[src/rtl/pftPkg.sv]
package pftPkg;
  localparam int SSW_W  = 16;
  localparam int POS_FC = 15;
  localparam int POS_FB = 14;
  localparam int POS_RC = 13;
  localparam int POS_RB = 12;
  localparam int POS_DF = 8;

  typedef struct packed {
    logic fC;
    logic fB;
    logic rC;
    logic rB;
  } pipeMarks_t;

  typedef struct packed {
    logic capture;
    logic clearAll;
  } pftStrobes_t;

  typedef struct packed {
    logic busFault;
    logic addrFault;
  } pftEvents_t;
endpackage

[src/rtl/pftDatapath.sv]
module pftDatapath
  import pftPkg::*;
#(
  parameter int ADDR_W = 32
) (
  input  logic              clk,
  input  logic              rstN,
  input  logic [ADDR_W-1:0] pc,
  input  logic              fetchReq,
  input  logic [ADDR_W-1:0] fetchAddr,
  input  logic              fetchToB,
  input  logic              fetchDone,
  input  logic              fetchErr,
  input  logic              doneToB,
  input  logic              dataDone,
  input  logic              dataErr,
  input  logic              pipeAdvance,
  input  logic              pipeFlush,
  input  logic              consumeB,
  input  logic              consumeC,
  input  pftStrobes_t       strobes,
  output pftEvents_t        events,
  output logic              busFetchReq,
  output logic [SSW_W-1:0]  sswOut,
  output logic              excType,
  output logic [ADDR_W-1:0] stageBAddr,
  output logic [ADDR_W-1:0] stageCAddr
);
  localparam logic [ADDR_W-1:0] STEP_B = ADDR_W'(4);
  localparam logic [ADDR_W-1:0] STEP_C = ADDR_W'(2);

  pipeMarks_t       marksQ, marksD, newMarks, shifted, snap;
  logic             addrFault, dataFault, usedFault;
  logic [SSW_W-1:0] wordD;

  assign stageBAddr = pc + STEP_B;
  assign stageCAddr = pc + STEP_C;

  always_comb begin
    addrFault   = fetchReq & fetchAddr[0];
    busFetchReq = fetchReq & ~fetchAddr[0];
    dataFault   = dataDone & dataErr;
    usedFault   = (consumeC & marksQ.fC) | (consumeB & marksQ.fB);

    newMarks = '0;
    if (addrFault) begin
      newMarks.rC = 1'b1;
      newMarks.rB = fetchToB;
    end
    if (fetchDone && fetchErr) begin
      if (doneToB) begin
        newMarks.fB = 1'b1;
        newMarks.rB = 1'b1;
      end else begin
        newMarks.fC = 1'b1;
        newMarks.rC = 1'b1;
      end
    end

    if (pipeFlush) begin
      shifted = '0;
    end else if (pipeAdvance) begin
      shifted.fC = marksQ.fB;
      shifted.rC = marksQ.rB;
      shifted.fB = 1'b0;
      shifted.rB = 1'b0;
    end else begin
      shifted = marksQ;
    end

    marksD = strobes.clearAll ? '0 : (shifted | newMarks);
    snap   = marksQ | newMarks;

    wordD         = '0;
    wordD[POS_FC] = snap.fC;
    wordD[POS_FB] = snap.fB;
    wordD[POS_RC] = snap.rC;
    wordD[POS_RB] = snap.rB;
    wordD[POS_DF] = dataFault;

    events.busFault  = dataFault | usedFault;
    events.addrFault = addrFault;
  end

  always_ff @(posedge clk) begin
    if (!rstN) begin
      marksQ  <= '0;
      sswOut  <= '0;
      excType <= 1'b0;
    end else begin
      marksQ <= marksD;
      if (strobes.clearAll) begin
        sswOut  <= '0;
        excType <= 1'b0;
      end else if (strobes.capture) begin
        sswOut  <= wordD;
        excType <= ~events.busFault;
      end
    end
  end

  p_fetch_fault_b_r5: assert property (@(posedge clk) disable iff (!rstN)
    (fetchDone && fetchErr && doneToB && !strobes.clearAll) |=> marksQ.fB && marksQ.rB);

  p_fetch_fault_c_r5: assert property (@(posedge clk) disable iff (!rstN)
    (fetchDone && fetchErr && !doneToB && !strobes.clearAll) |=> marksQ.fC && marksQ.rC);

  p_flush_empties_r7: assert property (@(posedge clk) disable iff (!rstN)
    (pipeFlush && !fetchReq && !fetchDone) |=> marksQ == '0);

  p_ack_wipes_r10: assert property (@(posedge clk) disable iff (!rstN)
    strobes.clearAll |=> (marksQ == '0) && (sswOut == '0));
endmodule

[src/rtl/pftCtrl.sv]
module pftCtrl
  import pftPkg::*;
(
  input  logic        clk,
  input  logic        rstN,
  input  pftEvents_t  events,
  input  logic        excAck,
  output pftStrobes_t strobes,
  output logic        excReq
);
  logic trigger;

  always_comb begin
    trigger          = events.busFault | events.addrFault;
    strobes.clearAll = excAck;
    strobes.capture  = trigger & ~excReq & ~excAck;
  end

  always_ff @(posedge clk) begin
    if (!rstN)               excReq <= 1'b0;
    else if (excAck)         excReq <= 1'b0;
    else if (strobes.capture) excReq <= 1'b1;
  end

  p_req_has_cause_r5: assert property (@(posedge clk) disable iff (!rstN)
    $rose(excReq) |-> $past(events.busFault || events.addrFault));

  p_ack_drops_req_r10: assert property (@(posedge clk) disable iff (!rstN)
    excAck |=> !excReq);

  p_req_holds_r10: assert property (@(posedge clk) disable iff (!rstN)
    (excReq && !excAck) |=> excReq);
endmodule

[src/rtl/pipeFaultTracker.sv]
module pipeFaultTracker
  import pftPkg::*;
#(
  parameter int ADDR_W = 32
) (
  input  logic              clk,
  input  logic              rstN,
  input  logic [ADDR_W-1:0] pc,
  input  logic              fetchReq,
  input  logic [ADDR_W-1:0] fetchAddr,
  input  logic              fetchToB,
  output logic              busFetchReq,
  input  logic              fetchDone,
  input  logic              fetchErr,
  input  logic              doneToB,
  input  logic              dataDone,
  input  logic              dataErr,
  input  logic              pipeAdvance,
  input  logic              pipeFlush,
  input  logic              consumeB,
  input  logic              consumeC,
  input  logic              excAck,
  output logic              excReq,
  output logic              excType,
  output logic [15:0]       sswOut,
  output logic [ADDR_W-1:0] stageBAddr,
  output logic [ADDR_W-1:0] stageCAddr
);
  localparam logic [SSW_W-1:0] USED_MASK =
    SSW_W'((1 << POS_FC) | (1 << POS_FB) | (1 << POS_RC) | (1 << POS_RB) | (1 << POS_DF));

  pftStrobes_t strobes;
  pftEvents_t  events;

  pftCtrl uCtrl (
    .clk(clk), .rstN(rstN), .events(events), .excAck(excAck),
    .strobes(strobes), .excReq(excReq)
  );

  pftDatapath #(.ADDR_W(ADDR_W)) uPath (
    .clk(clk), .rstN(rstN), .pc(pc),
    .fetchReq(fetchReq), .fetchAddr(fetchAddr), .fetchToB(fetchToB),
    .fetchDone(fetchDone), .fetchErr(fetchErr), .doneToB(doneToB),
    .dataDone(dataDone), .dataErr(dataErr),
    .pipeAdvance(pipeAdvance), .pipeFlush(pipeFlush),
    .consumeB(consumeB), .consumeC(consumeC),
    .strobes(strobes), .events(events),
    .busFetchReq(busFetchReq), .sswOut(sswOut), .excType(excType),
    .stageBAddr(stageBAddr), .stageCAddr(stageCAddr)
  );

  p_word_frozen_r10: assert property (@(posedge clk) disable iff (!rstN)
    (excReq && !excAck) |=> $stable(sswOut) && $stable(excType));

  p_idle_word_zero_r10: assert property (@(posedge clk) disable iff (!rstN)
    !excReq |-> sswOut == '0);

  p_unused_bits_zero_r11: assert property (@(posedge clk) disable iff (!rstN)
    (sswOut & ~USED_MASK) == '0);

  p_addr_type_no_df_r4: assert property (@(posedge clk) disable iff (!rstN)
    (excReq && excType) |-> !sswOut[POS_DF]);
endmodule

[config.mk]
export PLATFORM = sky130hd
export DESIGN_NAME = pipeFaultTracker
export DESIGN_NICKNAME = d
export VERILOG_FILES = /design/src/rtl/pftPkg.sv /design/src/rtl/pftDatapath.sv /design/src/rtl/pftCtrl.sv /design/src/rtl/pipeFaultTracker.sv
export SDC_FILE = /design/constraint.sdc
export NUM_CORES = 1
export LEC_CHECK = 0
export CORE_UTILIZATION = 34
export CTS_CLUSTER_DIAMETER = 120
export CTS_CLUSTER_SIZE = 25
export DETAILED_ROUTE_END_ITERATION = 7
export HOLD_SLACK_MARGIN = 0.12
export PLACE_DENSITY = 0.95
export SLEW_MARGIN = 15
export SYNTH_ARGS = -nofsm -noshare
export SYNTH_HDL_FRONTEND = slang
export SYNTH_SLANG_ARGS = --single-unit
[constraint.sdc]
create_clock -name clk -period 2.5 [get_ports clk]
set_input_delay 0.375 -clock clk [delete_from_list [all_inputs] [get_ports clk]]
set_output_delay 0.375 -clock clk [all_outputs]
set_load 0.01 [all_outputs]
Word-level counts from Yosys, hierarchy flattened

Index checks and enable logic that the tools add are counted.

Output and inout port bits: 83
Input port bits: 78
Flip-flop bits (word level): 11
Logic and storage cells: 36

Bitwise gates (word level): 17
Reductions and logical operators: 2
Add/sub/neg operators: 2
Mux-type cells: 8

Operators with widths:

| kind                                           | count |
|---|---|
| adder 32 x 2 -> 32 bit (second input constant) | 1 |
| adder 32 x 3 -> 32 bit (second input constant) | 1 |
| two-way mux 4 bit                              | 3 |
| bitwise OR 4 bit                               | 2 |
| AND 1 bit                                      | 7 |
| NOT 1 bit                                      | 5 |
| two-way mux 1 bit                              | 4 |
| bitwise OR 1 bit                               | 3 |
| two-way mux 2 bit                              | 1 |
| OR reduction 2 bit                             | 1 |
| logical AND 1 bit                              | 1 |

Longest topological paths before layout

Gate-level depths: netlist of run 1.

Depth in word-level cells: 6
Depth in mapped cells: 5
Mapped depth without buffers: 5

By module

From an unflattened synthesis of run 1, not the netlist that was laid out.

Cell total of the unflattened synthesis: 245
Area total of the unflattened synthesis: 1,799.2 um^2

By module, submodules not included:

| module      | instances | area an instance (um^2) | sequential area each (um^2) | cells each |
|---|---|---|---|---|
| pftDatapath | 1         | 1,740.4                 | 200.2                       | 239 |
| pftCtrl     | 1         | 58.8                    | 20.0                        | 6 |

Least setup slack after synthesis of run 1

OpenSTA, ideal clock, no wires.

Kind: input port to output port
Start point: in pc[2]
End point: out stageCAddr[14]
Stages: 5
Arrival time: 1,524 ps
Path buffers: 0
Required time: 2,125 ps
Setup slack: 601 ps
Path through: ha_1 nand3_2 nor4_1 nand2_1 xnor2_1

Longest elaborated chain between the ends: 1

Ends and longest elaborated chain:

| element                | line                   | RTL |
|---|---|---|
| start, declared        | pipeFaultTracker.sv:8  | `input logic [ADDR_W-1:0] pc,` |
| adder 32 x 2 -> 32 bit | pftDatapath.sv:37      | `assign stageCAddr = pc + STEP_C;` |
| end, declared          | pipeFaultTracker.sv:27 | `output logic [ADDR_W-1:0] stageCAddr` |

Every way passes these cells.

Worst setup path in the final report of run 1

Start point: in pc[22]
End point: out stageBAddr[27]

Longest elaborated chain between the ends: 1

Ends and longest elaborated chain:

| element                | line                   | RTL |
|---|---|---|
| adder 32 x 3 -> 32 bit | pftDatapath.sv:36      | `assign stageBAddr = pc + STEP_B;` |
| end, declared          | pipeFaultTracker.sv:26 | `output logic [ADDR_W-1:0] stageBAddr,` |

Every way passes these cells.

==> metrics list, run 1 <==
- Met1 wire length: 3.310 mm
* # nets final: 499
* Minimum setup slack after placement: -0.5517 ns
- Number of buffers between clock root and the deepest sink: 2
- The detailed router used layers up to and including met4.
- Final worst slack: -0.05867 ns
- Clock-pin slew on the worst setup and hold paths: 0.05 ns
- For this design the total switching power over the nets is 309.9 µW.
* Register bit count reported by yosys: 11
* Max IR drop VDD: 259.3 µV
- Summing over every cut layer, the via total after detailed routing is 2624.
- Across the run, the number of max-cap violations was 0.
- Setup repair after global routing could not meet its margin everywhere.
- Ports placed on the boundary: 161
* Internal cell power: 533.8 µW
* Worst Setup Start Kind: input pin
* Leakage power summed over all cells: 1.586 nW
* Mapped Area: 1785 µm²
- The cell count after synthesis came out at 237.
- Leading cell types by count after synthesis: xnor2_1 (36), nand2_1 (29), nor2_1 (23)
- Status: finished with violations
- Sequential cell area in the final layout: 220.2 µm²
- STA classifies the critical path endpoint as an output pin.
* Via count of the first global-routing pass: 2522
- Measured along the x axis, the die boundary spans 74.47 µm.
- HPWL after DPL: 6.402 mm
- Maximum achievable frequency: 390.8 MHz
- Post-route clock skew: 0.003208 ns
- Layout cell share with drive strength beyond 1: 0.3445
- For the pin with the worst max-slew slack, the measured transition is 0.6074 ns.
- The netlist uses 38 different library cells.
- Of all nets on the critical path, the largest fanout is 4.
- Port buffering added 115 buffers.
- Hold WC Path Type: reg2reg
- Count of antenna-violating nets left after detailed routing: 0
* Final standard cell utilization of the core: 0.7184
- Overall die height: 74.47 µm
* Synth async-reset ratio: 0
- The die covers 5545 µm².
* Number of enable flip-flop cells after synthesis: 0
- The total overflow left after global routing is 0.
- Number of clock sinks: 11
* Final count of hold timing violations: 0
- The initial utilization of the core area, before any placement, comes to 0.3518.
- Cell count after placement: 471
- Required time worst endpoint: 2.12 ns
* Dominant cells by area after synthesis: xnor2_1 (18%), dfxtp_1 (12%), xor2_1 (10%)
- The biggest area contributor in the post-synthesis netlist is xnor2_1.
- Number of pins with negative max-slew slack in the final report: 0
- The tree is rooted in a clkbuf_8.
* DRT Wirelength: 9.250 mm
- Fraction of power consumed by sequential logic: 0.220
* Core area: 5075 µm²
- Row generation in the floorplan step produced 26 rows.
- Worst slew slack as a fraction of its limit: 0.5943
- A synthesized cell averages 7.534 µm².
* Period minus WS final: 2.559 ns
* Footprint of the multi-input gates: 1594 µm²
- Area share of the leading cell type in the synthesized netlist: 0.1766
- Power spread over the standard cell area amounts to 231.4 nW/µm².
- Detailed routing placed a total of 588 µm of wire on met3.
- Leading register cell type out of synthesis: dfxtp_1
* Worst-skew pair later-pin latency: 0.24 ns
- Number of fillers in the final layout: 356
- TritonCTS built the clock tree.
- Combinational Power Share: 0.567
* Violations in the final reports: DRC, setup timing
- Routed length on met2: 4.629 mm
* Most frequent cell after synthesis: xnor2_1
- Number of warnings issued by yosys: 0
- Ratio of final minimum period to clock period: 1.023
- Of the total power, the share spent switching nets is 0.3673.
- Number of buffers inserted during clock tree synthesis: 3
- GPL Wtd Cong: 0.9873
* Iteration-0 DRC count of the detailed router: 153
- Setup violations remaining at the end of the flow were counted as 3.
- DRC violation count after routing: 2
- Quantity of hold-fixing buffers added after cts: 0
* Crit path DAT: 2.18 ns
* Type of the worst setup path: in2out
* Ratio of routed vias to standard cells: 5.366
- The finished layout holds 489 standard cells, fillers aside.
- Clock network fraction of design power: 0.214
- Entering global routing, the biggest net connects 12 pins.
* Area growth from synthesis to layout: 104.2%
- H-tree levels: 1
- First-pass iteration count of the detailed router: 7
* Routed length per placed instance: 18.92 µm
- Total GRT Usage: 0.3166
* Initial antenna violation count: 0
* Global-route wire length before repair: 13.05 mm
- Share of synthesized area occupied by flip-flops and latches: 0.1233
per-stage QoR:
step | setup TNS [ns] | hold WS [ns] | total power [mW] | cell area (µm²)
final | -0.1037 | 0.4774 | 0.8437 | 3646
after global routing | -0.4041 | 0.5006 | 0.8814 | 3643
after CTS | -0.003236 | 0.4759 | 0.8244 | 3600
after detailed placement | -20.46 | 0.4691 | 0.6607 | 3397
after global placement | -16.46 | 0.4600 | 0.6441 | 3397
after floorplan | 0 | 0.4490 | 0.3768 | 1823
critical path: stages:
cell	delay, ns
clkdlybuf4s50_1	0.59
nand4_1	0.25
nor3_2	0.24
buf_4	0.18
nand3_1	0.10
xnor2_1	0.14
dlygate4sd2_1	0.30
kinds of logic (layout without fill, tap and decap cells):
kind of cell	after synthesis	after routing	synth area share
multiplexers	2	2	0.01121
flip-flops	11	11	0.1233
AND/OR/NAND/NOR	115	115	0.4008
XOR/XNOR	57	57	0.2796
buffers and inverters	36	207	0.1149
adder cells (fa/ha/maj)	2	2	0.01401
AO/OA/AOI/OAI	13	13	0.05396
other	1	12	0.002100
power groups by stage:
| stage | logic, mW | registers, mW | clock network [mW] |
|---|---|---|---|
| finish | 0.478 | 0.185 | 0.180 |
| global route | 0.502 | 0.186 | 0.194 |
| CTS | 0.456 | 0.185 | 0.183 |
| detailed placement | 0.472 | 0.189 | 0 |
| global placement | 0.456 | 0.188 | 0 |
| floorplan | 0.187 | 0.190 | 0 |
routing by layer:
| layer | vias to the layer above | global-route usage |
|---|---|---|
| li1 | 1159 | - |
| met1 | 1235 | 0.3314 |
| met2 | 160 | 0.5716 |
| met3 | 70 | 0.05691 |
| met4 | 0 | 0.2180 |
| met5 | - | 0 |
sequential cells by signal, summed over array words and instances, names as in the netlist:
name           cells
uCtrl.excReq       1
uPath.excType      1
uPath.marksQ       4
uPath.sswOut       5
worst paths after layout:
path	start	end	slack [ns]	cells after the start
worst max-delay path	pc[22]	stageBAddr[27]	-0.06	7
worst min register to register	uPath.sswOut[8]	uPath.sswOut[8]	0.48	2
worst min-delay path	uPath.sswOut[8]	uPath.sswOut[8]	0.48	2
worst max register to register	uPath.marksQ[2]	uPath.sswOut[12]	0.97	4
cell usage in the layout (no fill, tap or decap), drive strengths merged, types with 16 or more instances in the layout:
master / Yosys / final
buf: 21 / 83
xor2: 21 / 21
xnor2: 36 / 36
clkbuf: 9 / 18
nand3: 18 / 18
clkdlybuf4s50: 0 / 48
nand4: 16 / 16
nor2: 23 / 23
dlygate4sd2: 0 / 32
nand2: 29 / 29
what timing repair did:
item                       4_1_cts  5_1_grt
pin swaps                       10        5
setup endpoints to repair       53       37
gates resized for setup        102       53
gates cloned                     0        0
buffers inserted                11        2
cell type report:
class | count | area share
multi-input combinational | 200 | 0.4372
inverter | 6 | 0.006177
antenna | 1 | 0.0006863
tap | 70 | 0.02402
clock buffer | 4 | 0.01235
sequential | 11 | 0.06040
timing repair buffer | 197 | 0.4592
No activity file was read; power rests on OpenSTA's default activity.
==> inputs of run 2 (changes only) <==
--- a/config.mk
+++ b/config.mk
@@ -9,6 +9,7 @@
 export CTS_CLUSTER_DIAMETER = 120
 export CTS_CLUSTER_SIZE = 25
 export DETAILED_ROUTE_END_ITERATION = 7
+export GPL_TIMING_DRIVEN = 0
 export HOLD_SLACK_MARGIN = 0.12
 export PLACE_DENSITY = 0.95
 export SLEW_MARGIN = 15
==> metrics list, run 2 (synthesis results as in run 1) <==
- The flow ran to the end, but the final reports show violations.
- The final reports fail on DRC.
- Iteration-0 DRC count of the detailed router: 135
- At the worst endpoint, the required time is 2.12 ns.
- Type of the worst setup path: in2out
* Number of buffers inserted during clock tree synthesis: 3
- The initial utilization of the core area, before any placement, comes to 0.3518.
- In the final design database the tool counted 446 nets.
* Ratio of routed vias to standard cells: 5.062
* Layout cell share with drive strength beyond 1: 0.2411
- The worst-case IR drop observed on VDD is 281.3 µV.
- TritonCTS clock tree: done
- The largest registers in the layout are uPath.sswOut (5), uPath.marksQ (4).
- Data on the critical path arrives at its endpoint at 2.10 ns.
* Hold WC Path Type: reg2reg
- The register with the most flip-flops in the layout has 5 of them.
* Final Hold Slack: 0.4719 ns
* Worst-skew pair later-pin latency: 0.24 ns
- Max-cap violations in this run came to 0.
- The floorplan has 26 rows.
- Quantity of hold-fixing buffers added after cts: 0
- Cells on worst reg2reg path: 3
- Setup violations remaining at the end of the flow were counted as 0.
- Timing would allow up to 403.3 MHz.
* Core area: 5075 µm²
* Number of port buffers: 102
- In this run the critical register-to-register path is captured at uPath.sswOut[15].
- OpenSTA, run right after detailed placement, puts the worst setup slack at -0.9465 ns.
* Die Outline Area: 5545 µm²
- Setup crit start: pc[2]
- Of the available clock period, the critical path in the final layout requires 0.9918.
* Worst slew slack as a fraction of its limit: 0.5888
- Clock-pin slew on the worst setup and hold paths: 0.05 ns
- Leaving out fill and tap cells, the most frequent cell in the layout is clkdlybuf4s50_1.
- For the final database, setup skew stands at 0.003420 ns.
- Actual slew at the worst max-slew pin: 0.6157 ns
* GPL Wtd Cong: 0.8779
- In the layout the commonest cells are clkdlybuf4s50_1 (59), xnor2_1 (36), nand2_1 (29), buf_4 (28), nor2_1 (22).
* Final worst slack: 0.02059 ns
- In this run the power density over the cells is 241.9 nW/µm².
* DRT Wirelength: 6.680 mm
- Maximum number of pins on one net before global-route repair: 11
* Number of pins with negative max-slew slack in the final report: 0
- For this design, the sink count on the clock tree is 11.
* Ports placed on the boundary: 161
- After detailed routing, the average wire length per cell comes to 15.36 µm.
- The via count of the first global-routing pass was 1910.
- The tree is rooted in a clkbuf_8.
- Area growth from synthesis to layout: 81.78%
- Delay contributed by the slowest stage of the critical path: 0.59 ns
* Global-route wire length before repair: 9.384 mm
- Depth of the critical timing path with buffers and inverters included: 7
* Register containing the most flip-flops in the final layout: uPath.sswOut
* Die Span X: 74.47 µm
- Worst setup slack for register-to-register paths: 0.92 ns
- The count of final hold-check violations is 0.
- Overall die height: 74.47 µm
- The HPWL after detailed placement is 4.994 mm.
- DRC violation count after routing: 1
* Category of the worst setup path capture point: output pin
- Across all layers, the routed design uses 2202 vias.
- The largest individual stage delay along the critical path comes from the cell clkdlybuf4s50_1.
* Count of antenna-violating nets left after detailed routing: 0
* First-pass iteration count of the detailed router: 6
- Traced cell by cell, the critical path runs through clkbuf_4, ha_4, nand4_1, buf_4, nor4_1, xor2_1, clkdlybuf4s50_1.
- The number of antenna diodes in the final layout is 0.
* Period minus WS final: 2.479 ns
- Crit Path Max Fanout: 6
- Leakage power summed over all cells: 1.426 nW
- Final standard cell utilization of the core: 0.6395
* Start of the worst register-to-register path: uPath.marksQ[3]
- The number of antenna violations at the first check in global routing was 0.
* Worst Setup Start Kind: input pin
- Number of buffers between clock root and the deepest sink: 2
* H-tree levels: 1
* Kind of cell adding the most delay to the critical path: buffers and inverters
* Number of buffers and inverters on the critical path: 3
- Setup repair after global routing missed its margin: true
* Leftover overflow at the end of global routing: 0
* Crit path capture: stageCAddr[16]
* Total GRT Usage: 0.2201
## run 2: metrics by stage
stage	cell area, µm²	std cells	setup TNS [ns]	power, mW
6_report	3246	435	0	0.7850
5_1_grt	3246	435	-0.1006	0.8232
4_1_cts	3156	433	0	0.7810
3_5_place_dp	2932	419	-30.02	0.5972
3_3_place_gp	2932	419	-27.53	0.5888
2_1_floorplan	1823	247	0	0.3768
## run 2: timing repair
action	in CTS	in global routing
resized for setup	76	41
pin swaps	8	4
setup endpoints to repair	53	20
buffers inserted	10	2
## run 2: how the worst min path moves through the flow
stage | slack (ns) | to | startpoint | cells past startpoint
detailed placement | 0.47 | uPath.marksQ[0] | uPath.marksQ[0] | 2
CTS | 0.47 | uPath.marksQ[0] | uPath.marksQ[0] | 2
floorplan | 0.45 | uPath.marksQ[0] | uPath.marksQ[0] | 2
global route | 0.49 | uPath.marksQ[0] | uPath.marksQ[0] | 2
global placement | 0.46 | uPath.sswOut[8] | uPath.sswOut[8] | 2
finish | 0.47 | uPath.marksQ[0] | uPath.marksQ[0] | 2
## run 2: area by class of cell
cell class	count	area, µm²
fill	427	1829
multi-input combinational	200	1588
buffer	30	186.4
timing repair buffer	114	1096
tap	70	87.58
sequential	11	220.2
inverter	6	22.52
clock buffer	4	45.04
## run 2: per-layer routing
layer | global-route usage | routed length, µm | part of all wire | vias to the layer above
met5 | 0 | 0 | 0 | -
met4 | 0.06709 | 162 | 0.024 | 0
met3 | 0.02033 | 367 | 0.055 | 18
met2 | 0.4114 | 3596 | 0.54 | 125
met1 | 0.2632 | 2553 | 0.38 | 1007
li1 | - | - | - | 1052
## run 2: worst reg2reg max path, delay by kind of cell, from the launching register on
kind	cells	cell delay [ns]
AOI/OAI and AO/OA	3	1.15
DFF	1	0.33
## run 2: where the power goes
group	switching, mW	leakage [nW]	internal (mW)
Combinational	0.211	1.31	0.209
Sequential	0.00394	0.0894	0.182
Clock	0.0680	0.0228	0.112
Total	0.282	1.43	0.502
==> inputs of run 3 (changes only) <==
--- a/config.mk
+++ b/config.mk
@@ -12,7 +12,6 @@
 export GPL_TIMING_DRIVEN = 0
 export HOLD_SLACK_MARGIN = 0.12
 export PLACE_DENSITY = 0.95
-export SLEW_MARGIN = 15
 export SYNTH_ARGS = -nofsm -noshare
 export SYNTH_HDL_FRONTEND = slang
 export SYNTH_SLANG_ARGS = --single-unit
==> results of run 3 <==
Final layout, timing and power as in run 2 (identical DEF).
